### config.mk
export PLATFORM = sky130hd
export DESIGN_NAME = booth4_mul
export DESIGN_NICKNAME = d
export VERILOG_FILES = /design/src/rtl/booth4_pkg.sv /design/src/rtl/booth4_recoder.sv /design/src/rtl/booth4_addsub.sv /design/src/rtl/booth4_ctrl.sv /design/src/rtl/booth4_mul.sv
export SDC_FILE = /design/constraint.sdc
export NUM_CORES = 1
export LEC_CHECK = 0
export CORE_AREA = 4 4 126 159
export DETAILED_ROUTE_END_ITERATION = 12
export DIE_AREA = 0 0 130 163
export DONT_BUFFER_PORTS = 1
export GPL_TIMING_DRIVEN = 1
export MAX_ROUTING_LAYER = met4
export PLACE_DENSITY = 0.69
export REMOVE_ABC_BUFFERS = 1
export SLEW_MARGIN = 30
export SYNTH_ARGS = -nofsm -noshare
export SYNTH_HDL_FRONTEND = slang
export SYNTH_SLANG_ARGS = --single-unit
### constraint.sdc
create_clock -name clk -period 10.7 [get_ports clk]
set_clock_uncertainty 0.05 [all_clocks]
set_input_delay 2.14 -clock clk [delete_from_list [all_inputs] [get_ports clk]]
set_output_delay 2.14 -clock clk [all_outputs]
set_load 0.1 [all_outputs]
### src/rtl/booth4_pkg.sv
package booth4_pkg;

  // Selection produced by the radix-4 recoder for one digit.
  typedef struct packed {
    logic act;  // add or subtract something at all
    logic neg;  // subtract instead of add
    logic dbl;  // use twice the multiplicand
  } booth_sel_t;

  typedef enum logic [1:0] {
    ST_IDLE = 2'd0,
    ST_RUN  = 2'd1,
    ST_TAIL = 2'd2
  } run_state_t;

  // Window is {upper bit, lower bit, previously shifted-out bit}.
  function automatic booth_sel_t booth_recode(input logic [2:0] win);
    booth_sel_t s;
    case (win)
      3'b001, 3'b010: s = '{act: 1'b1, neg: 1'b0, dbl: 1'b0};
      3'b011:         s = '{act: 1'b1, neg: 1'b0, dbl: 1'b1};
      3'b100:         s = '{act: 1'b1, neg: 1'b1, dbl: 1'b1};
      3'b101, 3'b110: s = '{act: 1'b1, neg: 1'b1, dbl: 1'b0};
      default:        s = '{act: 1'b0, neg: 1'b0, dbl: 1'b0};
    endcase
    return s;
  endfunction

endpackage

### src/rtl/booth4_recoder.sv
module booth4_recoder
  import booth4_pkg::*;
(
  input  logic [2:0]  win,
  output booth_sel_t  sel
);

  assign sel = booth_recode(win);

endmodule

### src/rtl/booth4_addsub.sv
module booth4_addsub
  import booth4_pkg::*;
#(
  parameter int AW = 34
) (
  input  logic [AW-1:0] acc,
  input  logic [AW-1:0] mcand,
  input  booth_sel_t    sel,
  output logic [AW-1:0] sum
);

  function automatic logic [AW-1:0] booth_accum(input logic [AW-1:0] a,
                                                input logic [AW-1:0] m,
                                                input booth_sel_t    s);
    logic [AW-1:0] term;
    term = s.dbl ? {m[AW-2:0], 1'b0} : m;
    if (!s.act) return a;
    return s.neg ? (a - term) : (a + term);
  endfunction

  assign sum = booth_accum(acc, mcand, sel);

endmodule

### src/rtl/booth4_ctrl.sv
module booth4_ctrl
  import booth4_pkg::*;
#(
  parameter int STEPS = 16
) (
  input  logic clk,
  input  logic rst_n,
  input  logic start,
  input  logic sgn,
  output logic busy,
  output logic done,
  output logic load,
  output logic step,
  output logic tail
);

  localparam int CW = $clog2(STEPS + 1);

  run_state_t    st_q;
  logic [CW-1:0] cnt_q;
  logic          sgn_q;
  logic          done_q;
  logic [CW:0]   span_q;   // busy cycles of the current run, for checking
  logic          last_run;

  assign load     = (st_q == ST_IDLE) && start;
  assign step     = (st_q == ST_RUN);
  assign tail     = (st_q == ST_TAIL);
  assign last_run = step && (cnt_q == CW'(STEPS - 1));
  assign busy     = (st_q != ST_IDLE);
  assign done     = done_q;

  always_ff @(posedge clk or negedge rst_n) begin
    if (!rst_n) begin
      st_q   <= ST_IDLE;
      cnt_q  <= '0;
      sgn_q  <= 1'b0;
      done_q <= 1'b0;
    end else begin
      done_q <= (last_run && sgn_q) || tail;
      case (st_q)
        ST_IDLE: begin
          if (start) begin
            st_q  <= ST_RUN;
            cnt_q <= '0;
            sgn_q <= sgn;
          end
        end
        ST_RUN: begin
          cnt_q <= cnt_q + 1'b1;
          if (last_run) st_q <= sgn_q ? ST_IDLE : ST_TAIL;
        end
        ST_TAIL: st_q <= ST_IDLE;
        default: st_q <= ST_IDLE;
      endcase
    end
  end

  always_ff @(posedge clk or negedge rst_n) begin
    if (!rst_n)     span_q <= '0;
    else if (load)  span_q <= '0;
    else if (busy)  span_q <= span_q + 1'b1;
  end

  assert_done_single_R4: assert property (@(posedge clk) disable iff (!rst_n)
    done |=> !done) else $error("done held longer than one cycle");

  assert_done_follows_busy_R4: assert property (@(posedge clk) disable iff (!rst_n)
    $fell(busy) |-> done) else $error("busy fell without done");

  assert_no_busy_done_R4: assert property (@(posedge clk) disable iff (!rst_n)
    !(busy && done)) else $error("busy and done together");

  assert_run_length_R3: assert property (@(posedge clk) disable iff (!rst_n)
    done |-> (span_q == (sgn_q ? (CW+1)'(STEPS) : (CW+1)'(STEPS + 1))))
    else $error("wrong number of busy cycles");

endmodule

### src/rtl/booth4_mul.sv
module booth4_mul
  import booth4_pkg::*;
#(
  parameter int W = 32
) (
  input  logic         clk,
  input  logic         rst_n,
  input  logic         mul_start,
  input  logic         mul_signed,
  input  logic [W-1:0] opnd_a,
  input  logic [W-1:0] opnd_b,
  input  logic         hi_wr,
  input  logic         lo_wr,
  input  logic [W-1:0] wr_data,
  output logic         busy,
  output logic         done,
  output logic [W-1:0] hi_rd,
  output logic [W-1:0] lo_rd
);

  localparam int AW    = W + 2;
  localparam int STEPS = W / 2;

  function automatic logic [AW-1:0] extend_mcand(input logic [W-1:0] v,
                                                 input logic       s);
    return s ? {{2{v[W-1]}}, v} : {2'b00, v};
  endfunction

  logic [AW-1:0] hi_q;
  logic [AW-1:0] mc_q;
  logic [W-1:0]  lo_q;
  logic          prev_q;

  logic          load, step, tail;
  logic [2:0]    win;
  booth_sel_t    sel;
  logic [AW-1:0] sum;

  booth4_ctrl #(.STEPS(STEPS)) ctrl_i (
    .clk   (clk),
    .rst_n (rst_n),
    .start (mul_start),
    .sgn   (mul_signed),
    .busy  (busy),
    .done  (done),
    .load  (load),
    .step  (step),
    .tail  (tail)
  );

  // The extra unsigned step sees zero multiplier bits above bit W-1.
  assign win = tail ? {2'b00, prev_q} : {lo_q[1:0], prev_q};

  booth4_recoder rec_i (
    .win (win),
    .sel (sel)
  );

  booth4_addsub #(.AW(AW)) alu_i (
    .acc   (hi_q),
    .mcand (mc_q),
    .sel   (sel),
    .sum   (sum)
  );

  always_ff @(posedge clk or negedge rst_n) begin
    if (!rst_n) begin
      hi_q   <= '0;
      lo_q   <= '0;
      mc_q   <= '0;
      prev_q <= 1'b0;
    end else if (load) begin
      mc_q   <= extend_mcand(opnd_a, mul_signed);
      hi_q   <= '0;
      lo_q   <= opnd_b;
      prev_q <= 1'b0;
    end else if (step) begin
      hi_q   <= {{2{sum[AW-1]}}, sum[AW-1:2]};
      lo_q   <= {sum[1:0], lo_q[W-1:2]};
      prev_q <= lo_q[1];
    end else if (tail) begin
      hi_q   <= sum;
    end else begin
      if (hi_wr) hi_q <= {2'b00, wr_data};
      if (lo_wr) lo_q <= wr_data;
    end
  end

  assign hi_rd = hi_q[W-1:0];
  assign lo_rd = lo_q;

  assert_start_ignored_R5: assert property (@(posedge clk) disable iff (!rst_n)
    (busy && mul_start) |=> $stable(mc_q)) else $error("start accepted while busy");

  assert_write_hi_R6: assert property (@(posedge clk) disable iff (!rst_n)
    (!busy && !mul_start && hi_wr) |=> (hi_rd == $past(wr_data)))
    else $error("HI write lost");

  assert_write_lo_R6: assert property (@(posedge clk) disable iff (!rst_n)
    (!busy && !mul_start && lo_wr) |=> (lo_rd == $past(wr_data)))
    else $error("LO write lost");

  assert_start_beats_write_R7: assert property (@(posedge clk) disable iff (!rst_n)
    (!busy && mul_start) |=> (hi_q == '0 && lo_rd == $past(opnd_b)))
    else $error("write won over start");

  assert_hold_R8: assert property (@(posedge clk) disable iff (!rst_n)
    (!busy && !mul_start && !hi_wr && !lo_wr) |=> ($stable(hi_rd) && $stable(lo_rd)))
    else $error("idle registers changed");

  assert_tail_adds_only_R2: assert property (@(posedge clk) disable iff (!rst_n)
    tail |-> (!sel.neg && !sel.dbl)) else $error("extra step subtracted or doubled");

endmodule

### Yosys cells after proc, flatten, opt, wreduce, memory -nomap -nowiden

Cells that the tools add are included.

| storage, ports and cells | value |
|---|---|
| register bits | 110 |
| bits of input ports | 102 |
| output and inout port bits | 66 |
| word-level logic and storage cells | 61 |

| cells by class | value |
|---|---|
| add/sub/neg operators | 3 |
| equal/unequal tests | 12 |
| mux-type cells | 22 |
| reductions and logical operators | 16 |

Operators by type and width:

| operator | count |
|---|---|
| 2-to-1 mux 34 bit | 8 |
| 2-to-1 mux 32 bit | 4 |
| adder 34 bit | 1 |
| subtractor 34 bit | 1 |
| one-hot mux 3 bit (4 select lines) | 1 |
| one-hot mux 5 bit (2 select lines) | 1 |
| == test 3 bit, second input constant | 3 |
| AND reduction 2 bit | 4 |
| == test 3 x 2 -> 1 bit, second input constant | 2 |
| 2-to-1 mux 2 bit | 3 |
| nonzero test 2 bit | 3 |
| adder 5 x 1 -> 5 bit, second input constant | 1 |
| == test 5 x 4 -> 1 bit, second input constant | 1 |
| 2-to-1 mux 5 bit | 1 |
| inequality test 2 bit, second input constant | 2 |
| one-hot mux 2 bit (2 select lines) | 1 |
| nonzero test 4 bit | 1 |
| OR reduction 2 bit | 2 |
| == test 3 x 1 -> 1 bit, second input constant | 1 |
| logical AND 1 bit | 3 |
| 2-to-1 mux 3 bit | 1 |
| inequality test 3 x 1 -> 1 bit, second input constant | 1 |
| nonzero test 3 bit | 1 |
| == test 2 x 1 -> 1 bit, second input constant | 1 |
| 4 further kinds | 5 |

### Longest topological paths before layout

| logic depth | value |
|---|---|
| depth after elaboration | 12 |
| depth in mapped cells | 30 |
| mapped depth without buffers | 25 |

### By module

Synthesis repeated with hierarchy kept, for this count alone.

| unflattened totals | value |
|---|---|
| cell total of the unflattened synthesis | 1,117 |
| area, all modules | 9,860.7 um^2 |

Modules (own cells, without submodules):

| module | instances | cells an instance | area an instance (um^2) |
|---|---|---|---|
| booth4_mul | 1 | 475 | 5,470.2 |
| booth4_addsub | 1 | 599 | 3,927.5 |
| booth4_ctrl | 1 | 36 | 421.7 |
| booth4_recoder | 1 | 7 | 41.3 |

### Worst setup path before layout

Ideal clock, no wire load.

| timing | value |
|---|---|
| path type | flip-flop to flip-flop |
| start point | register lo_q[1] (netlist: lo_rd[1]) |
| end point | register hi_q[32] |
| arrival | 6,613 ps |
| slack | 3,902 ps |
| cell stages (with the launch flop) | 30 |
| buffers on the path | 4 |
| period minus slack after synthesis | 6,798 ps |
| cells stage by stage | dfrtp_1 or3b_2 a21o_1 buf_2 clkbuf_1 buf_1 nand2_1 ha_1 nand2b_1 nor4_1 o21ai_0 or3_2 or3_1 a211oi_1 nor2b_1 o21ai_0 o21ai_0 a21oi_1 ha_1 clkbuf_1 a211oi_1 o21ai_0 a21o_1 nor3_1 o311ai_0 a41oi_1 xnor2_1 nor2_2 xnor2_1 o221ai_2 |

| between the ends | value |
|---|---|
| longest elaborated chain between the ends | 11 |
| elaborated cells on any way between the ends | 18 |
| classes of those cells | add/sub (2); eq/ne (6); mux (8); reduce/logical (2) |

RTL lines:

| element | RTL line | RTL |
|---|---|---|
| from (decl) | booth4_mul.sv:31 | `logic [W-1:0] lo_q;` |
| from (signal assigned) | booth4_mul.sv:75 | `lo_q <= opnd_b;` |
| from (signal assigned) | booth4_mul.sv:79 | `lo_q <= {sum[1:0], lo_q[W-1:2]};` |
| from (signal assigned) | booth4_mul.sv:85 | `if (lo_wr) lo_q <= wr_data;` |
| 2-to-1 mux 3 bit (*) | booth4_mul.sv:52 | `assign win = tail ? {2'b00, prev_q} : {lo_q[1:0], prev_q};` |
| == test 3 bit, or another cell as far along | booth4_pkg.sv:19 | `case (win)` |
| OR reduction 2 bit | booth4_pkg.sv:19 |  |
| one-hot mux 3 bit (4 select lines) (*) | booth4_pkg.sv:19 |  |
| 2-to-1 mux 34 bit | booth4_addsub.sv:16 | `term = s.dbl ? {m[AW-2:0], 1'b0} : m;` |
| adder 34 bit or subtractor 34 bit (tied branches) | booth4_addsub.sv:18 | `return s.neg ? (a - term) : (a + term);` |
| 2-to-1 mux 34 bit | booth4_addsub.sv:18 |  |
| 2-to-1 mux 34 bit (*) | booth4_addsub.sv:18 |  |
| 2-to-1 mux 34 bit | booth4_mul.sv:81 | `end else if (tail) begin` |
| 2-to-1 mux 34 bit (*) | booth4_mul.sv:77 | `end else if (step) begin` |
| 2-to-1 mux 34 bit (*) | booth4_mul.sv:72 | `end else if (load) begin` |
| to (signal assigned) | booth4_mul.sv:78 | `hi_q <= {{2{sum[AW-1]}}, sum[AW-1:2]};` |
| to (signal assigned) | booth4_mul.sv:82 | `hi_q <= sum;` |
| to (signal assigned) | booth4_mul.sv:84 | `if (hi_wr) hi_q <= {2'b00, wr_data};` |
| to (decl) | booth4_mul.sv:29 | `logic [AW-1:0] hi_q;` |

Every way passes the cells marked *; elsewhere a longest branch is shown, timed or not.
A chain may end at the register's enable or synchronous reset.

### Final worst setup path

Same ends and word-level chain as after synthesis.

==> results.yml <==
outcome:
  outcome: "finished clean"
clocking:
  numCtsBuffers: 9
  clockRootBuffer: "clkbuf_16"
  clockBufferDepth: 2
  clk_latency_ns: 0.37
  clock_sinks: 109
  cts_max_level: 3
  cts_setup_buffers: 0
  cts_hold_buf: 0
  post_cts_resized: 0
  cts_tree: "done"
  clk_pin_slew_ns: 0.08
detailed_routing:
  wirelength_mm: 28.52
  dr.pass1.iters: 6
  final_antenna_net_count: 0
  via_per_inst: 6.358
  num_vias: 9391
  initialDrtViolationCount: 891
  routedWlPerCell_um: 19.31
  drc_errors: 0
synthesis:
  synth.ff_latch_count: 109
  synthCells: 1359
  yosysTopAreaCell: "dfrtp_1"
  syn_avg_cell_area_sq_um: 7.120
  synth_commonest_cells: "nand2_1 (292), a21oi_1 (153), o21ai_0 (141)"
  synth_async_sr_flop_share_pct: 100.0
  syn-cell-area_sq_um: 9676
  synth_top_area_share_pct: 28.19
  ys_types: 75
  synth.most_common_cell: "nand2_1"
  synth_ff_type: "dfrtp_1"
  synth_edf_count: 0
  synth_seq_area_share_pct: 28.19
  yosysWarnings: 0
  yosys-top-cells-area: "dfrtp_1 (28%), nand2_1 (11%), a21oi_1 (7.9%)"
critical_path:
  reg2reg_depth: 26
  end_kind: "register"
  ff2ff_setup_slack_ns: 3.44
  critPathLaunchType: "register"
  cp.arrival_ns: 7.45
  crit_fanout: 54
  worst-setup-path-type: "reg2reg"
  cp.required_ns: 10.89
cells_and_area:
  num-fill-cells: 1861
  layout-drive-gt1-share_pct: 6.506
  antenna_cells: 0
  final_area_sq_um: 9776
  layout.nets: 1379
  area_growth_pct: 1.035
sta:
  period_share_pct: 67.84
  period_minus_slack_ns: 7.259
  hold_violations: 0
  slew_violations: 0
  clock.fmax_mhz: 137.8
  setup_tns_ns: 0
  setup_viol: 0
  worstMarginPinSlew_ns: 1.049
  max_slew_margin_pct: 30.07
  rsz0062_at_grt: "no"
global_routing:
  grt_max_degree: 110
  grt_pass1_vias: 8766
  overflow: 0
  grt_pass1_wl_mm: 46.48
  antenna_found_initial: 0
  grt_util_all_layers_pct: 27.99
die:
  die_height_um: 163
  initial_utilization_pct: 52.31
  io_pins: 168
  dieArea_sq_um: 21190
  die_x_um: 130
  fp-row-count: 56
  core_sq_um: 18500
job:
  drv_cap: 0
place:
  hpwl_mm: 20.64
  gp_routability_congestion: 0.9348
  port_buffers: 0
  place_area_sq_um: 9454
min_path:
  holdPathStages: 1
  hp-class: "reg2reg"
layout by cell type (no fill, tap or decap), types with 9 or more instances in the layout:
master / n
dfrtp_1: 88
nand2_1: 292
o21ai_0: 141
nand3_1: 33
a221o_1: 11
mux2i_1: 23
dfrtp_2: 21
ha_1: 36
nor2_1: 99
nor3_1: 11
a221oi_1: 9
o211ai_1: 37
nand2b_1: 10
a21o_1: 33
xnor2_1: 19
a211oi_1: 16
xor2_1: 22
a21oi_1: 152
inv_1: 16
or3_1: 10
clkbuf_16: 9
a31oi_1: 13
buf_4: 13
sequential cells by signal, indices dropped and copies added (netlist names):
signal	flops
lo_rd	32
ctrl_i.st_q	2
hi_q	34
mc_q	33
prev_q	1
ctrl_i.cnt_q	5
ctrl_i.done	1
ctrl_i.sgn_q	1
final cells by class:
cell class | count | area [sq um] | area share [%]
timing repair buffer | 14 | 108.9 | 1.114
clock buffer | 11 | 252.7 | 2.585
sequential | 109 | 2754 | 28.17
clock inverter | 5 | 53.80 | 0.5504
multi-input combinational | 1089 | 6252 | 63.96
inverter | 17 | 63.81 | 0.6528
tap | 232 | 290.3 | 2.969
per-layer routing:
layer,share of wire [%],wire length [um],vias to the layer above,GRT usage (%)
met4,4.4,1242,0,12.52
met3,7.6,2175,71,4.101
met2,45,12860,395,41.30
li1,-,-,4558,-
met1,43,12240,4367,38.12
met5,0,0,-,-
metrics by stage:
stage               utilization, %  hold WS, ns  setup slack (ns)  instances
global placement             51.01       0.3536             3.409       1461
floorplan                        -       0.3512             3.202       1215
CTS                          52.77       0.3783             3.487       1477
detailed placement           51.11       0.3660             3.524       1461
global route                 52.85       0.4001             2.899       1477
finish                       52.85       0.3789             3.441       1477
kinds of logic after synthesis:
| family | Yosys count | synth area share, % |
|---|---|---|
| buf+inv | 161 | 7.720 |
| xor+xnor | 41 | 3.711 |
| flops | 109 | 28.19 |
| mux | 25 | 2.612 |
| fa+ha+maj | 37 | 4.862 |
| compound gates | 473 | 29.87 |
| simple gates | 513 | 23.03 |
critical path: stages, from the launching register on:
cell and delay, ns:
dfrtp_2 0.76, or3b_2 0.52, a21o_1 0.20, buf_4 0.29, mux2i_1 0.26, ha_1 0.20, nand2b_1 0.10, nor4_1 0.25
o21ai_0 0.34, or3_2 0.61, or3_1 0.41, a211oi_1 0.27, nor2b_1 0.16, o21ai_0 0.08, o21ai_0 0.11, a21oi_1 0.09
ha_1 0.40, a211oi_1 0.24, o21ai_0 0.14, a21o_1 0.24, nor3_1 0.17, o311ai_0 0.23, a41oi_1 0.31, xnor2_1 0.16
nor2_2 0.05, xnor2_1 0.32, o221ai_2 0.14
final timing paths:
check                             start        endpoint
min reg2reg                ctrl_i.sgn_q  ctrl_i.st_q[1]
max in group asynchronous         rst_n        hi_q[21]
min in group asynchronous         rst_n         hi_q[5]
max reg2reg                    lo_rd[1]        hi_q[32]
max                            lo_rd[1]        hi_q[32]
min                        ctrl_i.sgn_q  ctrl_i.st_q[1]
Power is left out: the tool's default activity adds up to more than one toggle a clock period on the data nets, which glitch-free logic cannot reach.
